<file path="src/rtl/tc_pkg.sv">
package tc_pkg;
  localparam int ADDR_W = 16;
  localparam int INSN_W = 16;
  localparam int SLOTS  = 16;
  localparam int MAX_BR = 3;
  localparam int SLOT_W = $clog2(SLOTS);
  localparam int CNT_W  = $clog2(SLOTS + 1);
  localparam int BRC_W  = $clog2(MAX_BR + 1);

  typedef logic [ADDR_W-1:0] addr_t;

  typedef struct packed {
    addr_t                          tag;
    logic [CNT_W-1:0]               len;
    logic [BRC_W-1:0]               nbr;
    logic [MAX_BR-1:0]              dir;
    logic [MAX_BR-1:0][SLOT_W-1:0]  pos;
    logic [MAX_BR-1:0][ADDR_W-1:0]  fall;
    logic [MAX_BR-1:0][ADDR_W-1:0]  tgt;
    addr_t                          end_a;
    logic [SLOTS-1:0][INSN_W-1:0]   insn;
  } entry_t;
endpackage

</file>
<file path="src/rtl/tc_store.sv">
module tc_store
  import tc_pkg::*;
#(
  parameter int IDX_W = 3
) (
  input  logic             clk,
  input  logic             rst,
  input  logic             we,
  input  logic [IDX_W-1:0] widx,
  input  entry_t           wdata,
  input  logic [IDX_W-1:0] ridx,
  output entry_t           rd_ent,
  output logic             rd_vld
);
  localparam int DEPTH = 1 << IDX_W;

  entry_t           mem [DEPTH];
  logic [DEPTH-1:0] vbits;

  // Data array: no reset, read-first, so it maps to block RAM
  always_ff @(posedge clk) begin
    if (we) mem[widx] <= wdata;
    rd_ent <= mem[ridx];
  end

  always_ff @(posedge clk) begin
    if (rst) begin
      vbits  <= '0;
      rd_vld <= 1'b0;
    end else begin
      if (we) vbits[widx] <= 1'b1;
      rd_vld <= vbits[ridx];
    end
  end
endmodule

</file>
<file path="src/rtl/tc_match.sv">
module tc_match
  import tc_pkg::*;
(
  input  entry_t            ent,
  input  logic              tag_ok,
  input  logic [MAX_BR-1:0] pred,
  input  logic              part_en,
  output logic              hit,
  output logic              part,
  output logic [SLOTS-1:0]  mask,
  output addr_t             next_a,
  output logic [BRC_W-1:0]  nsup
);
  logic                     found;
  logic [BRC_W-1:0]         k;

  always_comb begin
    found = 1'b0;
    k     = '0;
    for (int j = 0; j < MAX_BR; j++) begin
      if (!found && (j < int'(ent.nbr)) && (ent.dir[j] != pred[j])) begin
        found = 1'b1;
        k     = BRC_W'(j);
      end
    end
    hit  = tag_ok && (!found || part_en);
    part = found;
    for (int i = 0; i < SLOTS; i++) begin
      if (found) mask[i] = (i <= int'(ent.pos[k]));
      else       mask[i] = (i < int'(ent.len));
    end
    if (found) begin
      next_a = pred[k] ? ent.tgt[k] : ent.fall[k];
      nsup   = k + 1'b1;
    end else begin
      next_a = ent.end_a;
      nsup   = ent.nbr;
    end
  end
endmodule

</file>
<file path="src/rtl/tc_verify.sv">
module tc_verify
  import tc_pkg::*;
(
  input  logic                           clk,
  input  logic                           rst,
  input  logic                           upd,
  input  logic                           hit,
  input  logic [MAX_BR-1:0]              pred,
  input  logic [BRC_W-1:0]               nsup,
  input  logic [MAX_BR-1:0][SLOT_W-1:0]  pos,
  input  logic [MAX_BR-1:0][ADDR_W-1:0]  fall,
  input  logic [MAX_BR-1:0][ADDR_W-1:0]  tgt,
  input  logic                           rs_valid,
  input  logic [BRC_W-1:0]               rs_br,
  input  logic                           rs_taken,
  output logic                           flush_vld,
  output logic [CNT_W-1:0]               flush_slot,
  output addr_t                          flush_addr
);
  logic [MAX_BR-1:0]              sup_pred;
  logic [BRC_W-1:0]               sup_n;
  logic [MAX_BR-1:0][SLOT_W-1:0]  sup_pos;
  logic [MAX_BR-1:0][ADDR_W-1:0]  sup_fall;
  logic [MAX_BR-1:0][ADDR_W-1:0]  sup_tgt;
  logic                           wrong;

  assign wrong = rs_valid && (rs_br < sup_n) && (rs_taken != sup_pred[rs_br]);

  always_ff @(posedge clk) begin
    if (rst) begin
      sup_n      <= '0;
      flush_vld  <= 1'b0;
      flush_slot <= '0;
      flush_addr <= '0;
    end else begin
      if (upd) sup_n <= hit ? nsup : '0;
      flush_vld <= wrong;
      if (wrong) begin
        flush_slot <= CNT_W'(sup_pos[rs_br]) + 1'b1;
        flush_addr <= rs_taken ? sup_tgt[rs_br] : sup_fall[rs_br];
      end
    end
  end

  always_ff @(posedge clk) begin
    if (upd) begin
      sup_pred <= pred;
      sup_pos  <= pos;
      sup_fall <= fall;
      sup_tgt  <= tgt;
    end
  end
endmodule

</file>
<file path="src/rtl/trace_cache_fetch.sv">
module trace_cache_fetch
  import tc_pkg::*;
#(
  parameter int IDX_W = 3
) (
  input  logic                        clk,
  input  logic                        rst,
  input  logic                        fetch_valid,
  input  logic [ADDR_W-1:0]           fetch_addr,
  input  logic [MAX_BR-1:0]           fetch_pred,
  input  logic                        part_en,
  input  logic                        wr_en,
  input  logic [ADDR_W-1:0]           wr_addr,
  input  logic [CNT_W-1:0]            wr_len,
  input  logic [BRC_W-1:0]            wr_nbr,
  input  logic [MAX_BR-1:0]           wr_dir,
  input  logic [MAX_BR*SLOT_W-1:0]    wr_pos,
  input  logic [MAX_BR*ADDR_W-1:0]    wr_fall,
  input  logic [MAX_BR*ADDR_W-1:0]    wr_tgt,
  input  logic [ADDR_W-1:0]           wr_end,
  input  logic [SLOTS*INSN_W-1:0]     wr_insn,
  input  logic                        rs_valid,
  input  logic [BRC_W-1:0]            rs_br,
  input  logic                        rs_taken,
  output logic                        tc_vld,
  output logic                        tc_hit,
  output logic                        tc_miss,
  output logic                        tc_part,
  output logic [SLOTS-1:0]            tc_mask,
  output logic [SLOTS*INSN_W-1:0]     tc_insn,
  output logic [ADDR_W-1:0]           tc_next,
  output logic                        flush_vld,
  output logic [CNT_W-1:0]            flush_slot,
  output logic [ADDR_W-1:0]           flush_addr
);
  entry_t             wr_ent, rd_ent;
  logic               rd_vld;
  logic               s1_v, s1_pe;
  addr_t              s1_addr;
  logic [MAX_BR-1:0]  s1_pred;
  logic               m_hit, m_part;
  logic [SLOTS-1:0]   m_mask;
  addr_t              m_next;
  logic [BRC_W-1:0]   m_nsup;
  logic               take;

  assign wr_ent.tag   = wr_addr;
  assign wr_ent.len   = wr_len;
  assign wr_ent.nbr   = wr_nbr;
  assign wr_ent.dir   = wr_dir;
  assign wr_ent.pos   = wr_pos;
  assign wr_ent.fall  = wr_fall;
  assign wr_ent.tgt   = wr_tgt;
  assign wr_ent.end_a = wr_end;
  assign wr_ent.insn  = wr_insn;

  tc_store #(.IDX_W(IDX_W)) u_store (
    .clk(clk), .rst(rst), .we(wr_en), .widx(wr_addr[IDX_W-1:0]),
    .wdata(wr_ent), .ridx(fetch_addr[IDX_W-1:0]),
    .rd_ent(rd_ent), .rd_vld(rd_vld)
  );

  // Stage 1: request travels alongside the RAM read
  always_ff @(posedge clk) begin
    if (rst) begin
      s1_v    <= 1'b0;
      s1_addr <= '0;
      s1_pred <= '0;
      s1_pe   <= 1'b0;
    end else begin
      s1_v    <= fetch_valid;
      s1_addr <= fetch_addr;
      s1_pred <= fetch_pred;
      s1_pe   <= part_en;
    end
  end

  tc_match u_match (
    .ent(rd_ent), .tag_ok(rd_vld && (rd_ent.tag == s1_addr)),
    .pred(s1_pred), .part_en(s1_pe),
    .hit(m_hit), .part(m_part), .mask(m_mask), .next_a(m_next), .nsup(m_nsup)
  );

  assign take = s1_v && m_hit;

  // Stage 2: registered response
  always_ff @(posedge clk) begin
    if (rst) begin
      tc_vld  <= 1'b0;
      tc_hit  <= 1'b0;
      tc_miss <= 1'b0;
      tc_part <= 1'b0;
      tc_mask <= '0;
      tc_insn <= '0;
      tc_next <= '0;
    end else begin
      tc_vld  <= s1_v;
      tc_hit  <= take;
      tc_miss <= s1_v && !m_hit;
      tc_part <= take && m_part;
      tc_mask <= take ? m_mask : '0;
      tc_insn <= take ? rd_ent.insn : '0;
      tc_next <= take ? m_next : '0;
    end
  end

  tc_verify u_verify (
    .clk(clk), .rst(rst), .upd(s1_v), .hit(m_hit), .pred(s1_pred),
    .nsup(m_nsup), .pos(rd_ent.pos), .fall(rd_ent.fall), .tgt(rd_ent.tgt),
    .rs_valid(rs_valid), .rs_br(rs_br), .rs_taken(rs_taken),
    .flush_vld(flush_vld), .flush_slot(flush_slot), .flush_addr(flush_addr)
  );
endmodule

</file>
<file path="config.mk">
export PLATFORM = sky130hd
export DESIGN_NAME = trace_cache_fetch
export DESIGN_NICKNAME = d
export VERILOG_FILES = /design/src/rtl/tc_pkg.sv /design/src/rtl/tc_store.sv /design/src/rtl/tc_match.sv /design/src/rtl/tc_verify.sv /design/src/rtl/trace_cache_fetch.sv
export SDC_FILE = /design/constraint.sdc
export NUM_CORES = 2
export LEC_CHECK = 0
export BUFFER_PORTS_ARGS = -buffer_cell sky130_fd_sc_hd__buf_4
export CAP_MARGIN = 20
export CORE_ASPECT_RATIO = 0.5
export CORE_MARGIN = 5
export CORE_UTILIZATION = 50
export DETAILED_ROUTE_END_ITERATION = 7
export HOLD_SLACK_MARGIN = 0.06
export PLACE_DENSITY = 0.74
export SLEW_MARGIN = 20
export SYNTH_ARGS = -nofsm -noshare
export SYNTH_HDL_FRONTEND = slang
export SYNTH_SLANG_ARGS = --single-unit
export TNS_END_PERCENT = 1
</file>
<file path="constraint.sdc">
create_clock -name clk -period 44.3 [get_ports clk]
set_input_delay 2.215 -clock clk [delete_from_list [all_inputs] [get_ports clk]]
set_output_delay 2.215 -clock clk [all_outputs]
set_load 0.02 [all_outputs]
</file>
==> flow_summary.json <==
{
  "yosys_warnings": 0,
  "synth-main-ff-cell": "edfxtp_1",
  "vdd_drop_max_v": 0.0000320,
  "p_per_area_nw_per_um2": 46.8,
  "clk_latency_ns": 0.90,
  "path_class": "input port to flop",
  "crit_arrival_ns": 7.41,
  "seqPwrFrac_pct": 56.2,
  "syn_nets": 6802,
  "dpl_worst_slack_ns": 36.85,
  "vias": 65800,
  "outcome": "finished, final reports clean",
  "cts_root_buf": "clkbuf_16",
  "slowest_stage": "buf_4",
  "cts_setup_buffers": 0,
  "gp_congestion": 0.772,
  "num_rows": 139,
  "place_inst": 10800,
  "setup_slack_ns": 37.67,
  "cts_resized": 0,
  "finish.net_count": 7676,
  "drv_slew": 0,
  "via_per_inst": 5.74,
  "grt_max_degree": 116,
  "hold_viol": 0,
  "fmax_mhz": 151,
  "finalSetupTns_ns": 0,
  "grt_overflow": 0,
  "drv_cap": 0,
  "antenna_left": 0,
  "synth_cells": 6366,
  "critPathTopFamily": "buffers and inverters",
  "dpl.hpwl_um": 185000,
  "die-area_um2": 302000,
  "grt_util_all_layers_pct": 21.3,
  "dieWidth_um": 772,
  "critical-path-max-stage-delay_ns": 0.92,
  "endpoint_kind": "flop",
  "area_growth_pct": 14.8,
  "internal_power_uw": 6180,
  "grt_pass1_vias": 67000,
  "fin_cells": 11500,
  "clock_skew_ns": 0.0962,
  "layout-drive-gt1-share_pct": 35.5,
  "cp-start-kind": "input port",
  "htreeDepth": 5,
  "die_h_um": 391,
  "firstDrtPassIters": 5,
  "syn_area_um2": 145000,
  "worst_pin_slew_ns": 1.09,
  "setup_violations": 0,
  "p_sw_share_pct": 20.8,
  "io_pins": 748,
  "grt_pass1_wl_um": 471000,
  "clk_pin_slew_ns": 0.07,
  "avgSynthCellArea_um2": 22.8,
  "pwr-share-clk_pct": 39.0,
  "holdCritPathClass": "flop to flop",
  "drt_iter0_drc": 6065,
  "drt_wl_total_um": 327000,
  "power.switching_uw": 1620,
  "finalCriticalPeriod_ns": 6.63,
  "path_buf_inv": 5,
  "p_comb_share_pct": 4.8,
  "core_area_um2": 288000,
  "cts_tree": "built",
  "io_buffers": 747,
  "antenna_found_initial": 85,
  "critPathMaxFanout": 112,
  "clock_sinks": 4111,
  "yosys_register_bits": 4111,
  "start_util_pct": 50.4,
  "cts_buffers": 345,
  "synth_seq_area_share_pct": 79.8,
  "wl_per_cell_um": 28.5,
  "slew-limit-headroom_pct": 27.3,
  "cts-hold-fix-buffers": 0,
  "clk_path_buf_depth": 4,
  "synth_cell_types": 61,
  "fin_crit_sh_pct": 15.0,
  "ys_async_sr_fraction_pct": 0,
  "crit_required_ns": 45.08,
  "rsz0062_at_grt": "false",
  "drc_errors": 0,
  "leakage_uw": 0.0564,
  "synth_enable_flop_cells": 3359,
  "cpMostUsedCell": "buf_4",
  "crit_chain": "buf_8 -> buf_4 -> buf_4 -> buf_4 -> buf_4 -> mux4_2 -> mux2_2",
  "utilization_pct": 57.9,
  "p_total_uw": 7810
}
[through the flow]
stage	hold WS, ns	area (um^2)
4_1_cts	0.424	167000
6_report	0.419	167000
5_1_grt	0.447	167000
3_3_place_gp	0.412	155000
3_5_place_dp	0.434	155000
2_1_floorplan	0.403	145000
[final cells by class]
type,count,area [um^2]
Fill cell,20200,121000
Sequential cell,4111,116000
Multi-Input combinational cell,1897,27800
Clock buffer,484,9670
Timing Repair Buffer,859,6670
Tap cell,3877,4850
Clock inverter,155,1600
Antenna cell,53,133
Inverter,26,97.6
[state kept, by name (all words and copies together), names as in the netlist, 2 cells and up]
signal / count
u_verify.sup_n: 2
tc_insn: 256
u_store.vbits: 8
u_verify.sup_tgt: 48
s1_pred: 3
tc_mask: 16
u_store.mem: 3248
u_verify.sup_pred: 3
u_verify.sup_pos: 12
u_verify.flush_slot: 5
u_store.rd_ent: 406
u_verify.sup_fall: 48
u_verify.flush_addr: 16
s1_addr: 16
tc_next: 16
[path summary, 6_finish.rpt]
path / from / endpoint / slack (ns) / cells past startpoint
hold reg to reg: u_store.rd_ent[126]$_DFF_P_ / tc_insn[126]$_SDFF_PP0_ / 0.42 / 1
setup reg to reg: s1_pred[2]$_SDFF_PP0_ / tc_insn[55]$_SDFF_PP0_ / 39.89 / 7
setup / recovery: fetch_addr[1] / u_store.rd_ent[302]$_DFF_P_ / 37.67 / 7
hold / removal: u_store.rd_ent[126]$_DFF_P_ / tc_insn[126]$_SDFF_PP0_ / 0.42 / 1
[cell usage in the layout (no fill, tap or decap), types with 6 or more instances in the layout]
| master | netlist | final |
|---|---|---|
| a211oi_1 | 6 | 6 |
| clkbuf_16 | 0 | 350 |
| clkinv_2 | 0 | 65 |
| nor2_4 | 1 | 7 |
| nand2_1 | 32 | 32 |
| dfxtp_1 | 752 | 751 |
| clkbuf_1 | 174 | 93 |
| nor2_1 | 83 | 77 |
| nor3_1 | 23 | 21 |
| mux4_2 | 830 | 830 |
| clkinvlp_4 | 0 | 13 |
| inv_6 | 0 | 11 |
| diode_2 | 0 | 53 |
| bufinv_16 | 0 | 23 |
| clkinv_8 | 0 | 7 |
| o21ai_0 | 14 | 14 |
| o2bb2ai_1 | 6 | 6 |
| a21oi_1 | 15 | 14 |
| nor2b_1 | 27 | 26 |
| mux2i_1 | 62 | 62 |
| and3_1 | 257 | 257 |
| clkbuf_8 | 0 | 41 |
| nor4b_1 | 11 | 8 |
| xnor2_1 | 18 | 18 |
| buf_4 | 4 | 841 |
| o221a_2 | 16 | 16 |
| buf_12 | 0 | 13 |
| mux2_2 | 408 | 408 |
| nor4b_2 | 4 | 7 |
| clkinv_1 | 0 | 25 |
| o2111ai_1 | 15 | 15 |
| edfxtp_1 | 3359 | 3359 |
| inv_1 | 25 | 25 |
| a2111oi_0 | 11 | 11 |
[cell usage after synthesis (14+ instances only)]
cell,number,share of area (%)
nand2_1,32,0.083
clkbuf_1,174,0.45
mux4_2,830,13
buf_6,26,0.20
o221a_2,16,0.12
nor3_1,23,0.079
mux2_2,408,3.2
buf_1,22,0.057
nor2b_1,27,0.12
and3_1,257,1.1
dfxtp_1,752,10
buf_2,103,0.35
a21oi_1,15,0.052
xnor2_1,18,0.11
mux2i_1,62,0.43
o2111ai_1,15,0.090
o21ai_0,14,0.048
nor2_1,83,0.21
inv_1,25,0.065
edfxtp_1,3359,69
[routing by layer]
metal | vias up | part of all wire (%) | track usage (%)
li1 | 27900 | - | -
met1 | 35200 | 38 | 27.6
met2 | 2166 | 53 | 37.0
met3 | 558 | 5.4 | 3.12
met4 | 10 | 3.6 | 7.77
met5 | - | 0.021 | 0
[power groups by stage]
stage	logic [uW]	registers, uW	clock network [uW]
final	377	4380	3040
after global routing	406	4390	3280
after CTS	383	4380	3100
after detailed placement	381	4470	0
after global placement	372	4460	0
after floorplan	238	4480	0
[cell families after synthesis]
logic type,after synthesis,share of synthesized area (%)
flip-flops,4111,79.8
multiplexers,1300,16.5
AND/OR/NAND/NOR,464,1.84
buffers and inverters,358,1.16
AO/OA/AOI/OAI,108,0.613
XOR/XNOR,23,0.154
adder cells (fa/ha/maj),2,0.0172
No activity file was read; power rests on OpenSTA's default activity.
